[config.mk]
export PLATFORM = sky130hd
export DESIGN_NAME = byte_alias_regfile
export DESIGN_NICKNAME = d
export VERILOG_FILES = /design/src/rtl/gpr_pkg.sv /design/src/rtl/gpr_rst_sync.sv /design/src/rtl/gpr_wr_decode.sv /design/src/rtl/gpr_word_reg.sv /design/src/rtl/gpr_rd_port.sv /design/src/rtl/byte_alias_regfile.sv
export SDC_FILE = /design/constraint.sdc
export NUM_CORES = 1
export LEC_CHECK = 0
export BUFFER_PORTS_ARGS = -buffer_cell sky130_fd_sc_hd__buf_2
export CORE_MARGIN = 2
export CORE_UTILIZATION = 35
export CTS_CLUSTER_SIZE = 12
export DETAILED_ROUTE_END_ITERATION = 10
export GPL_ROUTABILITY_DRIVEN = 0
export HOLD_SLACK_MARGIN = 0.1
export PLACE_DENSITY = 0.6
export SLEW_MARGIN = 5
export SYNTH_ARGS = -nofsm -noshare
export SYNTH_HDL_FRONTEND = slang
export SYNTH_HIERARCHICAL = 1
export SYNTH_SLANG_ARGS = --single-unit
[constraint.sdc]
create_clock -name clk -period 5 [get_ports clk]
set_input_delay 1 -clock clk [delete_from_list [all_inputs] [get_ports clk]]
set_output_delay 1 -clock clk [all_outputs]
set_load 0.01 [all_outputs]
[src/rtl/gpr_pkg.sv]
package gpr_pkg;

  localparam int GPR_WORD_W   = 16;
  localparam int GPR_NUM_REGS = 4;

  // Access size encoding shared by write and read ports.
  typedef enum logic {
    GPR_SZ_WORD = 1'b0,
    GPR_SZ_BYTE = 1'b1
  } gpr_size_e;

endpackage

[src/rtl/gpr_rst_sync.sv]
module gpr_rst_sync (
  input  logic clk,
  input  logic rst_n_in,
  output logic rst_n_out
);

  logic [1:0] sync_q;
  logic [1:0] sync_d;

  always_comb begin
    sync_d = {sync_q[0], 1'b1};
  end

  // Assert at once, release after two rising edges.
  always_ff @(posedge clk or negedge rst_n_in) begin
    if (!rst_n_in) begin
      sync_q <= '0;
    end else begin
      sync_q <= sync_d;
    end
  end

  assign rst_n_out = sync_q[1];

endmodule

[src/rtl/gpr_wr_decode.sv]
module gpr_wr_decode #(
  parameter int NUM_REGS = 4
) (
  input  logic                            clk,
  input  logic                            rst_n,
  input  logic                            wr_en,
  input  logic                            wr_byte,
  input  logic [$clog2(NUM_REGS):0]       wr_code,
  output logic [NUM_REGS-1:0]             lo_we,
  output logic [NUM_REGS-1:0]             hi_we
);

  localparam int IDX_W = $clog2(NUM_REGS);

  logic [IDX_W-1:0] idx;
  logic             hi_sel;

  assign idx    = wr_code[IDX_W-1:0];
  assign hi_sel = wr_code[IDX_W];

  for (genvar g = 0; g < NUM_REGS; g++) begin : g_lane
    logic hit;
    assign hit      = wr_en && (idx == IDX_W'(g));
    assign lo_we[g] = hit && (!wr_byte || !hi_sel);
    assign hi_we[g] = hit && (!wr_byte ||  hi_sel);
  end

  // a byte write opens exactly one lane in the whole file.
  p_byte_one_lane_r3: assert property (@(posedge clk) disable iff (!rst_n)
    (wr_en && wr_byte) |-> ($countones({lo_we, hi_we}) == 1));

  // no lane opens without the strobe.
  p_idle_no_lane_r9: assert property (@(posedge clk) disable iff (!rst_n)
    !wr_en |-> ({lo_we, hi_we} == '0));

  // a word write opens both lanes of one register.
  p_word_two_lanes_r2: assert property (@(posedge clk) disable iff (!rst_n)
    (wr_en && !wr_byte) |-> ($countones({lo_we, hi_we}) == 2));

endmodule

[src/rtl/gpr_word_reg.sv]
module gpr_word_reg #(
  parameter int WORD_W = 16
) (
  input  logic                 clk,
  input  logic                 rst_n,
  input  logic                 lo_we,
  input  logic                 hi_we,
  input  logic [WORD_W/2-1:0]  lo_d,
  input  logic [WORD_W/2-1:0]  hi_d,
  output logic [WORD_W-1:0]    q
);

  localparam int HALF_W = WORD_W / 2;

  logic [HALF_W-1:0] lo_q, hi_q;
  logic [HALF_W-1:0] lo_nxt, hi_nxt;
  logic              lo_ce, hi_ce;

  // Next state per lane.
  always_comb begin
    lo_ce  = lo_we;
    hi_ce  = hi_we;
    lo_nxt = lo_we ? lo_d : lo_q;
    hi_nxt = hi_we ? hi_d : hi_q;
  end

  always_ff @(posedge clk or negedge rst_n) begin
    if (!rst_n) begin
      lo_q <= '0;
    end else if (lo_ce) begin
      lo_q <= lo_nxt;
    end
  end

  always_ff @(posedge clk or negedge rst_n) begin
    if (!rst_n) begin
      hi_q <= '0;
    end else if (hi_ce) begin
      hi_q <= hi_nxt;
    end
  end

  assign q = {hi_q, lo_q};

  // a low-lane-only write leaves the upper half alone.
  p_lo_keeps_hi_r3: assert property (@(posedge clk) disable iff (!rst_n)
    (lo_we && !hi_we) |=> (q[WORD_W-1:HALF_W] == $past(q[WORD_W-1:HALF_W])));

  // a high-lane-only write leaves the lower half alone.
  p_hi_keeps_lo_r4: assert property (@(posedge clk) disable iff (!rst_n)
    (hi_we && !lo_we) |=> (q[HALF_W-1:0] == $past(q[HALF_W-1:0])));

  // a full write lands both halves on the next cycle.
  p_word_write_r2: assert property (@(posedge clk) disable iff (!rst_n)
    (hi_we && lo_we) |=> (q == $past({hi_d, lo_d})));

  // no enable, no change.
  p_hold_idle_r9: assert property (@(posedge clk) disable iff (!rst_n)
    (!hi_we && !lo_we) |=> $stable(q));

endmodule

[src/rtl/gpr_rd_port.sv]
module gpr_rd_port #(
  parameter int WORD_W   = 16,
  parameter int NUM_REGS = 4
) (
  input  logic                          clk,
  input  logic                          rst_n,
  input  logic [NUM_REGS*WORD_W-1:0]    regs_flat,
  input  logic                          rd_byte,
  input  logic [$clog2(NUM_REGS):0]     rd_code,
  output logic [WORD_W-1:0]             rd_data
);

  import gpr_pkg::*;

  localparam int HALF_W = WORD_W / 2;
  localparam int IDX_W  = $clog2(NUM_REGS);

  logic [WORD_W-1:0] word_sel;
  logic [HALF_W-1:0] half_sel;
  gpr_size_e         size;

  always_comb begin
    size     = gpr_size_e'(rd_byte);
    word_sel = regs_flat[rd_code[IDX_W-1:0]*WORD_W +: WORD_W];
    half_sel = rd_code[IDX_W] ? word_sel[WORD_W-1:HALF_W] : word_sel[HALF_W-1:0];
    case (size)
      GPR_SZ_BYTE: rd_data = {{HALF_W{1'b0}}, half_sel};
      default:     rd_data = word_sel;
    endcase
  end

  // byte reads are zero-extended.
  p_zero_ext_r5: assert property (@(posedge clk) disable iff (!rst_n)
    rd_byte |-> (rd_data[WORD_W-1:HALF_W] == '0));

endmodule

[src/rtl/byte_alias_regfile.sv]
module byte_alias_regfile #(
  parameter int WORD_W   = gpr_pkg::GPR_WORD_W,
  parameter int NUM_REGS = gpr_pkg::GPR_NUM_REGS
) (
  input  logic                          clk,
  input  logic                          rst_n,
  input  logic                          wr_en,
  input  logic                          wr_byte,
  input  logic [$clog2(NUM_REGS):0]     wr_code,
  input  logic [WORD_W-1:0]             wr_data,
  input  logic                          rd0_byte,
  input  logic [$clog2(NUM_REGS):0]     rd0_code,
  output logic [WORD_W-1:0]             rd0_data,
  input  logic                          rd1_byte,
  input  logic [$clog2(NUM_REGS):0]     rd1_code,
  output logic [WORD_W-1:0]             rd1_data,
  input  logic                          sp_load,
  input  logic [WORD_W-1:0]             sp_data,
  output logic [WORD_W-1:0]             sp_q
);

  localparam int HALF_W = WORD_W / 2;
  localparam int N_RD   = 2;
  localparam int CODE_W = $clog2(NUM_REGS) + 1;

  logic                          rst_n_core;
  logic [NUM_REGS-1:0]           lo_we, hi_we;
  logic [HALF_W-1:0]             lane_lo_d, lane_hi_d;
  logic [NUM_REGS*WORD_W-1:0]    regs_flat;

  gpr_rst_sync u_rst_sync (
    .clk       (clk),
    .rst_n_in  (rst_n),
    .rst_n_out (rst_n_core)
  );

  gpr_wr_decode #(.NUM_REGS(NUM_REGS)) u_wr_decode (
    .clk     (clk),
    .rst_n   (rst_n_core),
    .wr_en   (wr_en),
    .wr_byte (wr_byte),
    .wr_code (wr_code),
    .lo_we   (lo_we),
    .hi_we   (hi_we)
  );

  // Byte writes carry their value in the low byte for either lane.
  assign lane_lo_d = wr_data[HALF_W-1:0];
  assign lane_hi_d = wr_byte ? wr_data[HALF_W-1:0] : wr_data[WORD_W-1:HALF_W];

  for (genvar g = 0; g < NUM_REGS; g++) begin : g_gpr
    gpr_word_reg #(.WORD_W(WORD_W)) u_reg (
      .clk   (clk),
      .rst_n (rst_n_core),
      .lo_we (lo_we[g]),
      .hi_we (hi_we[g]),
      .lo_d  (lane_lo_d),
      .hi_d  (lane_hi_d),
      .q     (regs_flat[g*WORD_W +: WORD_W])
    );
  end

  // Read ports share one structure.
  logic [N_RD-1:0]             rd_byte_v;
  logic [N_RD*CODE_W-1:0]      rd_code_v;
  logic [N_RD*WORD_W-1:0]      rd_data_v;

  assign rd_byte_v = {rd1_byte, rd0_byte};
  assign rd_code_v = {rd1_code, rd0_code};

  for (genvar p = 0; p < N_RD; p++) begin : g_rd
    gpr_rd_port #(.WORD_W(WORD_W), .NUM_REGS(NUM_REGS)) u_port (
      .clk       (clk),
      .rst_n     (rst_n_core),
      .regs_flat (regs_flat),
      .rd_byte   (rd_byte_v[p]),
      .rd_code   (rd_code_v[p*CODE_W +: CODE_W]),
      .rd_data   (rd_data_v[p*WORD_W +: WORD_W])
    );
  end

  assign rd0_data = rd_data_v[0 +: WORD_W];
  assign rd1_data = rd_data_v[WORD_W +: WORD_W];

  // Stack pointer: same lane register, both lanes on one strobe.
  gpr_word_reg #(.WORD_W(WORD_W)) u_sp (
    .clk   (clk),
    .rst_n (rst_n_core),
    .lo_we (sp_load),
    .hi_we (sp_load),
    .lo_d  (sp_data[HALF_W-1:0]),
    .hi_d  (sp_data[WORD_W-1:HALF_W]),
    .q     (sp_q)
  );

  // a load lands one edge later.
  p_sp_load_r10: assert property (@(posedge clk) disable iff (!rst_n_core)
    sp_load |=> (sp_q == $past(sp_data)));

  // general writes without a load leave the stack pointer alone.
  p_sp_isolated_r10: assert property (@(posedge clk) disable iff (!rst_n_core)
    (wr_en && !sp_load) |=> $stable(sp_q));

  // a word read of the register under write shows the old word.
  p_old_on_collide_r8: assert property (@(posedge clk) disable iff (!rst_n_core)
    (wr_en && !rd0_byte && (rd0_code[CODE_W-2:0] == wr_code[CODE_W-2:0]))
      |-> (rd0_data == regs_flat[wr_code[CODE_W-2:0]*WORD_W +: WORD_W]));

endmodule

After elaboration in Yosys (flattened, before gate mapping):

Index checks and enable logic that the tools add are counted.

* register bits after elaboration: 82
* word-level logic and storage cells: 38
* input port bits: 48

* shift-type cells: 2
* equal/unequal tests: 3
* reductions and logical operators: 17
* multiplexer cells: 5

Operators by type and width (number)
* $shiftx A64 B7 Y16: 2
* $mux W16: 2
* $mux W8: 3
* $logic_and A1 B1 Y1: 12
* $eq A2 B2 Y1 const B: 2
* $eq A2 B1 Y1 const B: 1
* $logic_not A1 Y1: 2
* $logic_not A2 Y1: 1
* $logic_or A1 B1 Y1: 2

Depth between registers and ports, before layout:

* depth in word-level cells: 3
* depth in mapped cells: 5
* depth with buffers taken out: 3

Modules after synthesis:

The synthesis kept the hierarchy.

By module, submodules not included
* gpr_word_reg: sequential area each 400.4 µm², area an instance 663.1 µm², cells an instance 34, instances 5
* gpr_rd_port: sequential area each 0.0 µm², area an instance 616.8 µm², cells an instance 73, instances 2
* byte_alias_regfile: sequential area each 0.0 µm², area an instance 131.4 µm², cells an instance 9, instances 1
* gpr_wr_decode: sequential area each 0.0 µm², area an instance 73.8 µm², cells an instance 13, instances 1
* gpr_rst_sync: sequential area each 50.0 µm², area an instance 53.8 µm², cells an instance 3, instances 1

Least setup slack after synthesis:

Ideal clock, no wire load.

* path type: input -> output
* start: input port rd0_code[0]
* end: output port rd0_data[4]
* required time: 4000 ps
* cell stages on the path: 4
* setup slack: 2046 ps
* buffers on the path: 2
* arrival time: 1954 ps
* cells stage by stage: buf_4 -> buf_2 -> mux2_2 -> o221ai_1

* cells in the longest elaborated chain, start to end: 3

RTL lines
* start: declaration: line byte_alias_regfile.sv:12 `input logic [$clog2(NUM_REGS):0] rd0_code,`
* $shiftx A64 B7 Y16 *: line gpr_rd_port.sv:24 `word_sel = regs_flat[rd_code[IDX_W-1:0]*WORD_W +: WORD_W];`
* $mux W8: line gpr_rd_port.sv:25 `half_sel = rd_code[IDX_W] ? word_sel[WORD_W-1:HALF_W] : word_sel[HALF_W-1:0];`
* $mux W16 *: line gpr_rd_port.sv:26 `case (size)`
* end: declaration: line byte_alias_regfile.sv:13 `output logic [WORD_W-1:0] rd0_data,`

Every way passes the cells marked *; elsewhere a longest branch is shown, timed or not.

Worst setup path after layout:

* start: input port rd1_code[0]
* end: output port rd1_data[0]

* cells in the longest elaborated chain, start to end: 3

RTL lines
* start: declaration: line byte_alias_regfile.sv:15 `input logic [$clog2(NUM_REGS):0] rd1_code,`
* $shiftx A64 B7 Y16 *: line gpr_rd_port.sv:24
* $mux W8: line gpr_rd_port.sv:25
* $mux W16 *: line gpr_rd_port.sv:26
* end: declaration: line byte_alias_regfile.sv:16 `output logic [WORD_W-1:0] rd1_data,`

Marks and branches as above.

==> results.cfg <==
[die]
dieArea_um2 = 14690
design.core.area_um2 = 13350
die_w_um = 121.2
num_rows = 42
io_pins = 96
start_util = 0.3602
fp.dieH_um = 121.2

[worst_setup_path]
path_class = in -> out
r2r_start = u_rst_sync/sync_q[1]
startpoint = rd1_code[0]
worst-path-stages = 4
cpMostUsedCell = buf_2
critPathBufInv = 2
slowest_stage = buf_2
required_ns = 4.00
rr_worst_depth = 0
cp.arrival_ns = 2.48
end_kind = output pin
cp-start-kind = input port
crit_chain = buf_2 > mux2_2 > o221ai_1 > buf_2
r2r_end = g_gpr[1].u_reg/hi_q[2]
critPathMaxStageDelay_ns = 0.55
cp-endpoint = rd1_data[0]
path_delay_family = buffers and inverters
r2r_slack_ns = 3.81
worst-path-max-fanout = 24

[worst_hold_path]
hold_path_class = reg -> reg
hold_depth = 0
worstHoldStart = u_rst_sync/sync_q[0]

[timing]
rsz0062_at_grt = false
hold_violations = 0
clock_skew_ns = 0.006322
timing.hold.ws_ns = 0.3518
fin_crit_sh = 0.6970
setup_violations = 0
finalSetupTns_ns = 0
tightest_slew_ns = 1.166
period_needed_ns = 3.485
clock.fmax_mhz = 287.0
slew_headroom = 0.2199
drv_slew = 0

[logic_synthesis]
synth_edf_count = 0
netlist_area_um2 = 4808
postSynth.asyncResetShare = 1.000
synth_fp_nets = 389
synth_cells = 341
synth-seq-area-share = 0.4267
ys_warn_count = 6
avgSynthCellArea_um2 = 14.10
synthFlopType = dfrtp_1
yosysUniqueCellTypes = 20
ys_seq_elements = 82

[power_and_ir_drop]
vdd_drop_max_mv = 0.1817
finalPower_mw = 2.132
power_per_cell_area_nw_per_um2 = 382.1
leakage_nw = 2.707

[finish]
fin_nets = 478
fin_util = 0.4180
antennaDiodeCount = 0
multiInputGateArea_um2 = 2530
fin_cells = 610
seq_area_um2 = 2056
fillers = 1268
drive_above_1_share = 0.5461
syn_to_final_growth_pct = 16.03

[detailed_routing]
firstDrtPassIters = 4
drt_iter0_markers = 196
routed_via_density = 5.154
drtAntennaViolNets = 0
post_drt_wl_per_cell_um = 20.48
drt-total-wl_mm = 12.50
vias = 3144
drcViolationCount = 0

[grt]
gr-usage-all-layers = 0.1750
grt_max_degree = 81
grt_overflow = 0
antenna_found_initial = 0
first_global_vias = 3200
grt_first_pass_wirelength_mm = 19.13

[clock_network]
clock-sinks = 82
cts_resized = 0
cts_setup_buffers = 0
insertion_delay_ns = 0.34
cts_root_buf = clkbuf_16
holdBufCountCts = 0
clk_pin_slew_ns = 0.06
clockBufferDepth = 2
cts_buffers = 9
htree_num_levels = 3
cts_tree = done

[placement]
dp_cells = 595
portBuffers = 95
dp_hpwl_mm = 8.728

[run]
cap_violations = 0

[outcome]
outcome = finished, final reports clean
synthesized netlist by cell type (2+ instances only):
cell / instances / area share
mux2_4: 88 / 0.27
dfrtp_1: 82 / 0.43
mux2i_1: 48 / 0.10
mux2_2: 32 / 0.075
nand2_1: 21 / 0.016
nor2_1: 19 / 0.015
o221ai_1: 16 / 0.029
buf_6: 13 / 0.030
buf_2: 6 / 0.0062
a21oi_1: 4 / 0.0042
buf_12: 2 / 0.0083
buf_4: 2 / 0.0031
placed cells by master, fill, tap and decap left out:
cell | synthesis | routed
clkinv_2 | 0 | 4
buf_4 | 2 | 6
a211oi_2 | 0 | 1
dfrtp_1 | 82 | 81
or3b_1 | 1 | 1
mux2i_1 | 48 | 48
buf_2 | 6 | 95
nand3b_1 | 1 | 1
nor2b_1 | 1 | 1
o221ai_1 | 16 | 16
nor2_1 | 19 | 19
clkbuf_1 | 0 | 2
nand2_1 | 21 | 21
nor3_1 | 1 | 1
a21oi_1 | 4 | 4
clkbuf_16 | 0 | 9
a21oi_2 | 1 | 1
mux2_4 | 88 | 88
conb_1 | 1 | 1
dfrtp_4 | 0 | 1
nand3_1 | 1 | 1
mux2_2 | 32 | 32
how the worst min path moves through the flow:
| stage | to | slack [ns] |
|---|---|---|
| after global placement | u_rst_sync/sync_q[1] | 0.34 |
| after global routing | u_rst_sync/sync_q[1] | 0.37 |
| after floorplan | u_rst_sync/sync_q[1] | 0.33 |
| after CTS | u_rst_sync/sync_q[1] | 0.36 |
| after detailed placement | u_rst_sync/sync_q[1] | 0.34 |
| final | u_rst_sync/sync_q[1] | 0.35 |
layout make-up:
class | count | share of cell area
timing repair buffer | 101 | 0.09329
clock buffer | 11 | 0.04171
clock inverter | 4 | 0.003588
tap | 176 | 0.03947
sequential | 82 | 0.3685
multi-input combinational | 236 | 0.4535
metrics by stage:
step           instance area (um^2)  setup WS [ns]
2_1_floorplan                  4808          2.046
3_3_place_gp                   5326          1.513
3_5_place_dp                   5326          1.516
4_1_cts                        5579          1.517
5_1_grt                        5579          1.390
6_report                       5579          1.515
routing by layer:
layer,vias to the layer above,part of all wire,GRT usage
met5,-,0,0
met1,1611,0.47,0.2503
met4,0,0.029,0.08621
met2,94,0.46,0.2577
li1,1417,-,-
met3,22,0.039,0.02679
sequential cells by signal, indices dropped and copies added, names as in the netlist:
signal             count
g_gpr.u_reg/hi_q      32
u_sp/lo_q              8
g_gpr.u_reg/lo_q      32
u_rst_sync/sync_q      2
u_sp/hi_q              8
cells by family after synthesis:
group / share of synthesized area
and+or+nand+nor: 0.03799
other: 0.0007799
buffers and inverters: 0.04814
AOI/OAI and AO/OA: 0.03669
DFF: 0.4268
muxes: 0.4497
power by group:
part / internal, mW / switching [mW] / total [mW]
Combinational: 0.362 / 0.265 / 0.627
Clock: 0.330 / 0.259 / 0.589
Sequential: 0.797 / 0.119 / 0.916
Total: 1.49 / 0.643 / 2.13
Note: power is estimated with default switching activity, not from simulation.
